File: config.mk
export PLATFORM = sky130hd
export DESIGN_NAME = nbhd_sieve
export DESIGN_NICKNAME = d
export VERILOG_FILES = /design/src/rtl/nbhd_sieve_pkg.sv /design/src/rtl/nbhd_linebuf.sv /design/src/rtl/nbhd_keyform.sv /design/src/rtl/nbhd_pattab.sv /design/src/rtl/nbhd_sieve.sv
export SDC_FILE = /design/constraint.sdc
export NUM_CORES = 1
export LEC_CHECK = 0
export ABC_CLOCK_PERIOD_IN_PS = 4970
export BUFFER_PORTS_ARGS = -buffer_cell sky130_fd_sc_hd__clkbuf_2
export CORE_UTILIZATION = 65
export CTS_CLUSTER_SIZE = 25
export DETAILED_ROUTE_END_ITERATION = 8
export PLACE_DENSITY = 0.86
export SLEW_MARGIN = 25
export SYNTH_ARGS = -nofsm -noshare
export SYNTH_HDL_FRONTEND = slang
export SYNTH_SLANG_ARGS = --single-unit
File: constraint.sdc
create_clock -name clk -period 4.97 [get_ports clk]
set_input_delay 0.497 -clock clk [delete_from_list [all_inputs] [get_ports clk]]
set_output_delay 0.497 -clock clk [all_outputs]
set_load 0.01 [all_outputs]
File: src/rtl/nbhd_sieve_pkg.sv
package nbhd_sieve_pkg;

   // pixels in one neighbourhood window
   localparam int unsigned WIN_PIX  = 9;
   // window edge length
   localparam int unsigned WIN_EDGE = 3;

   typedef enum logic [1:0] {
      SEQ_IDLE  = 2'd0,
      SEQ_RUN   = 2'd1,
      SEQ_FLUSH = 2'd2
   } seq_state_e;

   function automatic int unsigned key_bits(input int unsigned pix_w);
      return WIN_PIX * pix_w;
   endfunction

endpackage

File: src/rtl/nbhd_linebuf.sv
module nbhd_linebuf #(
   parameter int unsigned COLS  = 16,
   parameter int unsigned ROWS  = 8,
   parameter int unsigned PIX_W = 2,
   localparam int unsigned CW   = (COLS > 1) ? $clog2(COLS) : 1,
   localparam int unsigned RW   = $clog2(ROWS + 2),
   localparam int unsigned DEPTH_ROWS = nbhd_sieve_pkg::WIN_EDGE - 1
) (
   input  logic             clk,
   input  logic             step,
   input  logic [CW-1:0]    col,
   input  logic [RW-1:0]    row,
   input  logic [PIX_W-1:0] pix_new,
   output logic [PIX_W-1:0] col_top,
   output logic [PIX_W-1:0] col_mid,
   output logic [PIX_W-1:0] col_bot
);

   // tap[0]: row above the newest pixel, tap[1]: two rows above
   logic [PIX_W-1:0] tap [DEPTH_ROWS];

   for (genvar g = 0; g < DEPTH_ROWS; g++) begin : g_row
      logic [PIX_W-1:0] mem [COLS];
      logic [PIX_W-1:0] wr_d;
      if (g == 0) begin : g_head
         assign wr_d = pix_new;
      end else begin : g_chain
         assign wr_d = tap[g-1];
      end
      always_ff @(posedge clk) begin
         if (step) mem[col] <= wr_d;
      end
      assign tap[g] = mem[col];
   end

   // rows outside the frame read as zero
   always_comb begin
      col_top = (row >= RW'(2))    ? tap[1]  : '0;
      col_mid = (row >= RW'(1))    ? tap[0]  : '0;
      col_bot = (row <  RW'(ROWS)) ? pix_new : '0;
   end

endmodule

File: src/rtl/nbhd_keyform.sv
module nbhd_keyform #(
   parameter int unsigned PIX_W = 2,
   localparam int unsigned EDGE = nbhd_sieve_pkg::WIN_EDGE,
   localparam int unsigned CV_W = EDGE * PIX_W,
   localparam int unsigned KEY_W = nbhd_sieve_pkg::key_bits(PIX_W)
) (
   input  logic             clk,
   input  logic             rst_n,
   input  logic             step,
   input  logic [PIX_W-1:0] new_top,
   input  logic [PIX_W-1:0] new_mid,
   input  logic [PIX_W-1:0] new_bot,
   input  logic             kill_left,
   input  logic             kill_right,
   input  logic             emit,
   input  logic             sof_mark,
   input  logic             eol_mark,
   output logic [KEY_W-1:0] key_q,
   output logic [PIX_W-1:0] ctr_q,
   output logic             emit_q,
   output logic             sof_q,
   output logic             eol_q
);

   // packed columns, row i at [i*PIX_W +: PIX_W], row 0 on top
   logic [CV_W-1:0] col_l, col_m;
   logic [CV_W-1:0] col_n;
   logic [CV_W-1:0] wsel [EDGE];
   logic [KEY_W-1:0] key_d;

   assign col_n = {new_bot, new_mid, new_top};

   always_comb begin
      wsel[0] = kill_left  ? '0 : col_l;
      wsel[1] = col_m;
      wsel[2] = kill_right ? '0 : col_n;
   end

   for (genvar i = 0; i < EDGE; i++) begin : g_krow
      for (genvar j = 0; j < EDGE; j++) begin : g_kcol
         assign key_d[(EDGE*i + j)*PIX_W +: PIX_W] = wsel[j][i*PIX_W +: PIX_W];
      end
   end

   always_ff @(posedge clk or negedge rst_n) begin
      if (!rst_n) begin
         col_l  <= '0;
         col_m  <= '0;
         key_q  <= '0;
         ctr_q  <= '0;
         emit_q <= 1'b0;
         sof_q  <= 1'b0;
         eol_q  <= 1'b0;
      end else begin
         emit_q <= emit;
         sof_q  <= emit && sof_mark;
         eol_q  <= emit && eol_mark;
         if (step) begin
            col_l <= col_m;
            col_m <= col_n;
            key_q <= key_d;
            ctr_q <= col_m[PIX_W +: PIX_W];
         end
      end
   end

endmodule

File: src/rtl/nbhd_pattab.sv
module nbhd_pattab #(
   parameter int unsigned ENTRIES = 32,
   parameter int unsigned PIX_W   = 2,
   localparam int unsigned KEY_W  = nbhd_sieve_pkg::key_bits(PIX_W),
   localparam int unsigned NPIX   = nbhd_sieve_pkg::WIN_PIX,
   localparam int unsigned IW     = (ENTRIES > 1) ? $clog2(ENTRIES) : 1
) (
   input  logic             clk,
   input  logic             rst_n,
   input  logic             wr_en,
   input  logic [IW-1:0]    wr_idx,
   input  logic [KEY_W-1:0] wr_key,
   input  logic             wr_keep,
   input  logic [KEY_W-1:0] look_key,
   input  logic             grey,
   output logic             hit
);

   logic [NPIX-1:0]    bin_key;
   logic [ENTRIES-1:0] eq_vec;

   for (genvar k = 0; k < NPIX; k++) begin : g_bin
      assign bin_key[k] = look_key[k*PIX_W];
   end

   for (genvar e = 0; e < ENTRIES; e++) begin : g_ent
      logic [KEY_W-1:0] ent_key;
      logic             ent_ok;
      logic             sel;
      assign sel = wr_en && (wr_idx == IW'(e));
      always_ff @(posedge clk or negedge rst_n) begin
         if (!rst_n) ent_ok <= 1'b0;
         else if (sel) ent_ok <= wr_keep;
      end
      always_ff @(posedge clk) begin
         if (sel) ent_key <= wr_key;
      end
      assign eq_vec[e] = ent_ok && (grey ? (ent_key == look_key)
                                         : (ent_key[NPIX-1:0] == bin_key));
   end

   assign hit = |eq_vec;

endmodule

File: src/rtl/nbhd_sieve.sv
module nbhd_sieve #(
   parameter int unsigned COLS    = 16,
   parameter int unsigned ROWS    = 8,
   parameter int unsigned PIX_W   = 2,
   parameter int unsigned ENTRIES = 32,
   localparam int unsigned KEY_W  = nbhd_sieve_pkg::key_bits(PIX_W),
   localparam int unsigned IW     = (ENTRIES > 1) ? $clog2(ENTRIES) : 1,
   localparam int unsigned CW     = (COLS > 1) ? $clog2(COLS) : 1,
   localparam int unsigned RW     = $clog2(ROWS + 2)
) (
   input  logic             clk,
   input  logic             rst_n,
   input  logic             mode_grey,
   input  logic             in_vld,
   input  logic             in_sof,
   input  logic [PIX_W-1:0] in_pix,
   input  logic             tw_en,
   input  logic [IW-1:0]    tw_idx,
   input  logic [KEY_W-1:0] tw_key,
   input  logic             tw_keep,
   output logic             out_vld,
   output logic             out_sof,
   output logic             out_eol,
   output logic [PIX_W-1:0] out_pix
);
   import nbhd_sieve_pkg::*;

   if (COLS < 2)   begin : g_bad_cols $error("nbhd_sieve: COLS must be at least 2");   end
   if (ROWS < 2)   begin : g_bad_rows $error("nbhd_sieve: ROWS must be at least 2");   end
   if (PIX_W < 1)  begin : g_bad_pix  $error("nbhd_sieve: PIX_W must be at least 1");  end
   if (ENTRIES < 1) begin : g_bad_ent $error("nbhd_sieve: ENTRIES must be at least 1"); end

   seq_state_e       state;
   logic [RW-1:0]    row_q;
   logic [CW-1:0]    col_q;
   logic             flushing, take_in, step, at_last_col;
   logic [RW-1:0]    cur_row;
   logic [CW-1:0]    cur_col;
   logic [PIX_W-1:0] pix_eff;
   logic             emit, sof_mark, eol_mark;

   always_comb begin
      flushing    = (state == SEQ_FLUSH);
      take_in     = in_vld && !flushing && (in_sof || state == SEQ_RUN);
      step        = take_in || flushing;
      cur_row     = (take_in && in_sof) ? '0 : row_q;
      cur_col     = (take_in && in_sof) ? '0 : col_q;
      pix_eff     = take_in ? in_pix : '0;
      at_last_col = (cur_col == CW'(COLS - 1));
      // a step at column c>0 completes the pixel one row up, one column left;
      // a step at column 0 completes the last pixel two rows up
      emit        = step && (((cur_col != '0) && (cur_row != '0)) ||
                             ((cur_col == '0) && (cur_row >= RW'(2))));
      sof_mark    = (cur_row == RW'(1)) && (cur_col == CW'(1));
      eol_mark    = (cur_col == '0);
   end

   always_ff @(posedge clk or negedge rst_n) begin
      if (!rst_n) begin
         state <= SEQ_IDLE;
         row_q <= '0;
         col_q <= '0;
      end else if (step) begin
         col_q <= at_last_col ? '0 : cur_col + 1'b1;
         row_q <= at_last_col ? cur_row + 1'b1 : cur_row;
         if (take_in && at_last_col && cur_row == RW'(ROWS - 1)) state <= SEQ_FLUSH;
         else if (flushing && cur_row == RW'(ROWS + 1))          state <= SEQ_IDLE;
         else if (take_in)                                       state <= SEQ_RUN;
      end
   end

   logic [PIX_W-1:0] c_top, c_mid, c_bot;

   nbhd_linebuf #(.COLS(COLS), .ROWS(ROWS), .PIX_W(PIX_W)) lines_i (
      .clk     (clk),
      .step    (step),
      .col     (cur_col),
      .row     (cur_row),
      .pix_new (pix_eff),
      .col_top (c_top),
      .col_mid (c_mid),
      .col_bot (c_bot)
   );

   logic [KEY_W-1:0] key_q;
   logic [PIX_W-1:0] ctr_q;
   logic             emit_q, sof_q, eol_q;

   nbhd_keyform #(.PIX_W(PIX_W)) keys_i (
      .clk        (clk),
      .rst_n      (rst_n),
      .step       (step),
      .new_top    (c_top),
      .new_mid    (c_mid),
      .new_bot    (c_bot),
      .kill_left  (cur_col == CW'(1)),
      .kill_right (cur_col == '0),
      .emit       (emit),
      .sof_mark   (sof_mark),
      .eol_mark   (eol_mark),
      .key_q      (key_q),
      .ctr_q      (ctr_q),
      .emit_q     (emit_q),
      .sof_q      (sof_q),
      .eol_q      (eol_q)
   );

   logic hit;

   nbhd_pattab #(.ENTRIES(ENTRIES), .PIX_W(PIX_W)) table_i (
      .clk      (clk),
      .rst_n    (rst_n),
      .wr_en    (tw_en),
      .wr_idx   (tw_idx),
      .wr_key   (tw_key),
      .wr_keep  (tw_keep),
      .look_key (key_q),
      .grey     (mode_grey),
      .hit      (hit)
   );

   always_ff @(posedge clk or negedge rst_n) begin
      if (!rst_n) begin
         out_vld <= 1'b0;
         out_sof <= 1'b0;
         out_eol <= 1'b0;
         out_pix <= '0;
      end else begin
         out_vld <= emit_q;
         out_sof <= sof_q;
         out_eol <= eol_q;
         if (emit_q && hit) out_pix <= mode_grey ? ctr_q : (ctr_q & PIX_W'(1));
         else               out_pix <= '0;
      end
   end

endmodule

==> reports/summary.md <==
The number of instances in the synthesized netlist is 2380. Dividing the final minimum period by the clock period gives 68.7%. The synthesized design contains 640 enable-type register cells.

Of all nets on the critical path, the largest fanout is 20. The placeable core region is 0.0505 mm^2. The worst setup path is of the reg2reg kind. The logs give 0 for the number of pins with negative max-slew slack in the final report and 137000 um for the first-pass GRT wire length. Of all flip-flops after synthesis, the portion carrying an async set or reset was 10.4%. After the flow finishes, the layout carries non-filler instances totaling 3181. Global routing finished with a remaining overflow of 0. For the global-route usage over all layers, the log shows 35.9%. Routability-driven placement finished with a final weighted congestion of 0.927. Across the VDD grid, the largest voltage drop is 0.000523 V. The share of cells above drive strength 1 is 11.3%. Derived from the worst setup path, the maximum achievable clock frequency is 293 MHz. The initial antenna violation count is 4, and the sequential fraction of the synthesis area is 63.0%.

Most frequently used flop master after synthesis: sky130_fd_sc_hd__edfxtp_1. Once detail routing completed, the nets flagged for antenna violations numbered 0. The average detailed-routed wire length per instance is 29.2 um.

The synthesized netlist occupies a cell area of 0.0334 mm^2. Setup repair after global routing left no endpoint under its margin. The register clock-pin slew on the reported worst setup and hold paths is 60 ps, and the post-synthesis net count is 2420.

Setup violations remaining at the end of the flow were counted as 0. The violation count after the first detailed-route iteration was 3459; the full die area was 0.0523 mm^2. Layout net count: 2491. The clock tree buffer depth is 3, and the number of buffers inserted by port buffering is 36.

The worst-skew pair later-pin latency is 620 ps, and the first-pass detailed-route iteration total is 6. The tools report the startpoint class of the critical path as a flop. The flow ran to the end, and the final reports show no timing, DRC or antenna violations. Entering global routing, the biggest net connects 49 pins. The analysis attributes to cell leakage a power of 0.0129 uW. Power spread over the standard cell area amounts to 377 mW/mm^2. In this run the biggest area consumer among cell types represents 57.5% of the synthesized area.

Clock tree synthesis inserted a total of 73 buffers. The tree built by TritonCTS fans out to 714 sinks. The routed layout has 21500 vias. The number of synthesized register bits came out at 714. For the worst setup slack after layout, the log shows 1560 ps.

In the final timing run, aggregate negative setup slack is 0 ps. The average footprint of a synthesized cell works out to 14.0 um^2. Layout overhead on the synthesized area: 9.87%. The via density per instance was 6.74; the fill cell total of the finished layout was 3055.

Detailed placement finished with a half-perimeter wire length of 52200 um. The logs give 32.2 ps for the final worst clock skew and 0 for the number of maximum-capacitance violations. Before CTS, the worst setup slack after placement is 1720 ps. For the number of distinct standard cells referenced by the synthesized netlist, the log shows 57. The vertical extent of the die came out at 229 um. The tools report the type of element capturing the critical path as a flop.

The initial utilization of the core area, before any placement, comes to 66.2%. The run gives 3 as the CTS H-tree depth. The via count of the first global-routing pass is 21500, and the actual slew at the worst max-slew pin is 1110 ps. After detailed placement, the total cell area comes to 0.0344 mm^2. The headroom to the max-slew limit is 26.3%, and the data arrival time at the worst-slack endpoint is 3970 ps.

During synthesis, Yosys emitted a total of 0 warnings. CTS placed an instance of sky130_fd_sc_hd__clkbuf_16 at the clock tree root. The worst path needs 3410 ps of the cycle, external delays included.

After synthesis, the cell types taking the most area are sky130_fd_sc_hd__edfxtp_1 (57%), sky130_fd_sc_hd__xor2_1 (12%), sky130_fd_sc_hd__xnor2_1 (10%). The routed design has 93000 um of wire. DRC violations left: 0. The cell type with the largest total area after synthesis was sky130_fd_sc_hd__edfxtp_1. TritonCTS built the clock tree. Worst hold path class: in2reg.

The data required time of the critical path was 5520 ps. After routing the design area is 0.0367 mm^2. 37 I/O pins were placed. Overall power consumption after layout is estimated at 13800 uW. The number of failing hold endpoints at the final stage was 0; the number of gates resized after cts was 0. Number of instances in the placed design: 3047. The x dimension of the die was 229 um.

For the row count, the log shows 82.
==> worst max-delay path, stage by stage (launching register included) <==
cell                      delay, ps
sky130_fd_sc_hd__dfrtp_2       1040
sky130_fd_sc_hd__buf_4          400
sky130_fd_sc_hd__xor2_1         110
sky130_fd_sc_hd__nor4_1         270
sky130_fd_sc_hd__nand3_1        120
sky130_fd_sc_hd__or4_1          640
sky130_fd_sc_hd__nand4_1        280
sky130_fd_sc_hd__nor4_1         130
sky130_fd_sc_hd__nand4_1        140
sky130_fd_sc_hd__and4_1         190
==> state kept, by name, summed over array words and instances (netlist names) <==
register               cells
col_q                      4
keys_i.col_l               5
keys_i.col_m               6
keys_i.emit_q              1
keys_i.eol_q               1
keys_i.key_q              13
keys_i.sof_q               1
lines_i.g_row.mem         64
out_eol                    1
out_pix                    2
out_sof                    1
out_vld                    1
row_q                      4
state                      2
table_i.g_ent.ent_key    576
table_i.g_ent.ent_ok      32
==> metal layers <==
metal	vias up	share of wire, %	GRT usage, %
met1	10700	36	47.5
li1	8709	-	-
met4	4	4.8	17.4
met5	-	0.025	0
met3	344	12	8.15
met2	1727	47	56.6
==> worst paths after layout <==
check	slack [ps]	cells after the start	startpoint	endpoint
max	1560	9	keys_i.key_q[1]$_DFFE_PN0N_	out_pix[1]$_DFF_PN0_
min	350	4	in_vld	state[0]$_DFFE_PN0P_
max reg2reg	1560	9	keys_i.key_q[1]$_DFFE_PN0N_	out_pix[1]$_DFF_PN0_
min reg2reg	360	0	keys_i.eol_q$_DFF_PN0_	out_eol$_DFF_PN0_
max in group asynchronous	3440	3	rst_n	keys_i.key_q[12]$_DFFE_PN0N_
min in group asynchronous	420	2	rst_n	table_i.g_ent[31].ent_ok$_DFFE_PN0P_
==> where the power goes <==
part | internal [uW] | switching (uW) | total (uW) | leakage (uW)
Clock | 3140 | 2280 | 5420 | 0.00115
Combinational | 483 | 869 | 1350 | 0.00503
Sequential | 6760 | 295 | 7060 | 0.00671
Total | 10400 | 3440 | 13800 | 0.0129
==> area by class of cell <==
class / count / area, um^2 / share of cell area, %
Antenna cell: 3 / 7.51 / 0.0204
Clock buffer: 100 / 2080 / 5.67
Clock inverter: 30 / 259 / 0.705
Inverter: 9 / 33.8 / 0.0920
Multi-Input combinational cell: 1528 / 11400 / 31.1
Sequential cell: 714 / 21100 / 57.5
Tap cell: 672 / 841 / 2.29
Timing Repair Buffer: 125 / 973 / 2.65
==> synthesized netlist by cell type (12+ instances only) <==
library cell,n
sky130_fd_sc_hd__dfrtp_1,74
sky130_fd_sc_hd__a21oi_1,25
sky130_fd_sc_hd__mux2_2,37
sky130_fd_sc_hd__edfxtp_1,640
sky130_fd_sc_hd__nand2_1,97
sky130_fd_sc_hd__xor2_1,456
sky130_fd_sc_hd__clkbuf_1,20
sky130_fd_sc_hd__o21ai_0,17
sky130_fd_sc_hd__nor4_1,131
sky130_fd_sc_hd__xnor2_1,380
sky130_fd_sc_hd__nand3_1,35
sky130_fd_sc_hd__nand4_1,127
sky130_fd_sc_hd__buf_4,42
sky130_fd_sc_hd__nor2_1,102
sky130_fd_sc_hd__nor3_1,12
sky130_fd_sc_hd__or4_1,12
sky130_fd_sc_hd__buf_2,37
sky130_fd_sc_hd__buf_6,21
==> timing repair <==
action,in CTS,in global routing
setup buffers,0,0
hold endpoints to repair,26,0
hold buffers,1,0
endpoints found under the setup margin,0,0
==> layout by cell type, fill, tap and decap left out, types with 16 or more instances in the layout <==
cell / instances
sky130_fd_sc_hd__clkbuf_16: 77
sky130_fd_sc_hd__mux2_2: 37
sky130_fd_sc_hd__xnor2_1: 380
sky130_fd_sc_hd__nand4_1: 127
sky130_fd_sc_hd__xor2_1: 456
sky130_fd_sc_hd__edfxtp_1: 640
sky130_fd_sc_hd__nor4_1: 131
sky130_fd_sc_hd__clkbuf_1: 16
sky130_fd_sc_hd__nand2_1: 97
sky130_fd_sc_hd__a21oi_1: 25
sky130_fd_sc_hd__clkbuf_2: 30
sky130_fd_sc_hd__o21ai_0: 17
sky130_fd_sc_hd__nand3_1: 35
sky130_fd_sc_hd__dfrtp_1: 56
sky130_fd_sc_hd__nor2_1: 102
sky130_fd_sc_hd__buf_4: 81
==> cell families (layout without fill, tap and decap cells) <==
| group | after synthesis | after routing | synth area share [%] |
|---|---|---|---|
| DFF | 714 | 714 | 63.0 |
| xor gates and xnor gates | 836 | 836 | 21.9 |
| other | 0 | 3 | 0 |
| adders and majority gates | 8 | 8 | 0.299 |
| AOI/OAI and AO/OA | 84 | 84 | 1.64 |
| muxes | 43 | 43 | 1.43 |
| and+or+nand+nor | 557 | 557 | 8.90 |
| buffers and inverters | 138 | 264 | 2.81 |
==> through the flow <==
step | util [%] | hold slack, ps
4_1_cts | 72.8 | 330
2_1_floorplan | - | 201
3_3_place_gp | 68.0 | 344
3_5_place_dp | 68.1 | 337
5_1_grt | 72.8 | 365
6_report | 72.8 | 349
Note: power is estimated with default switching activity, not from simulation.
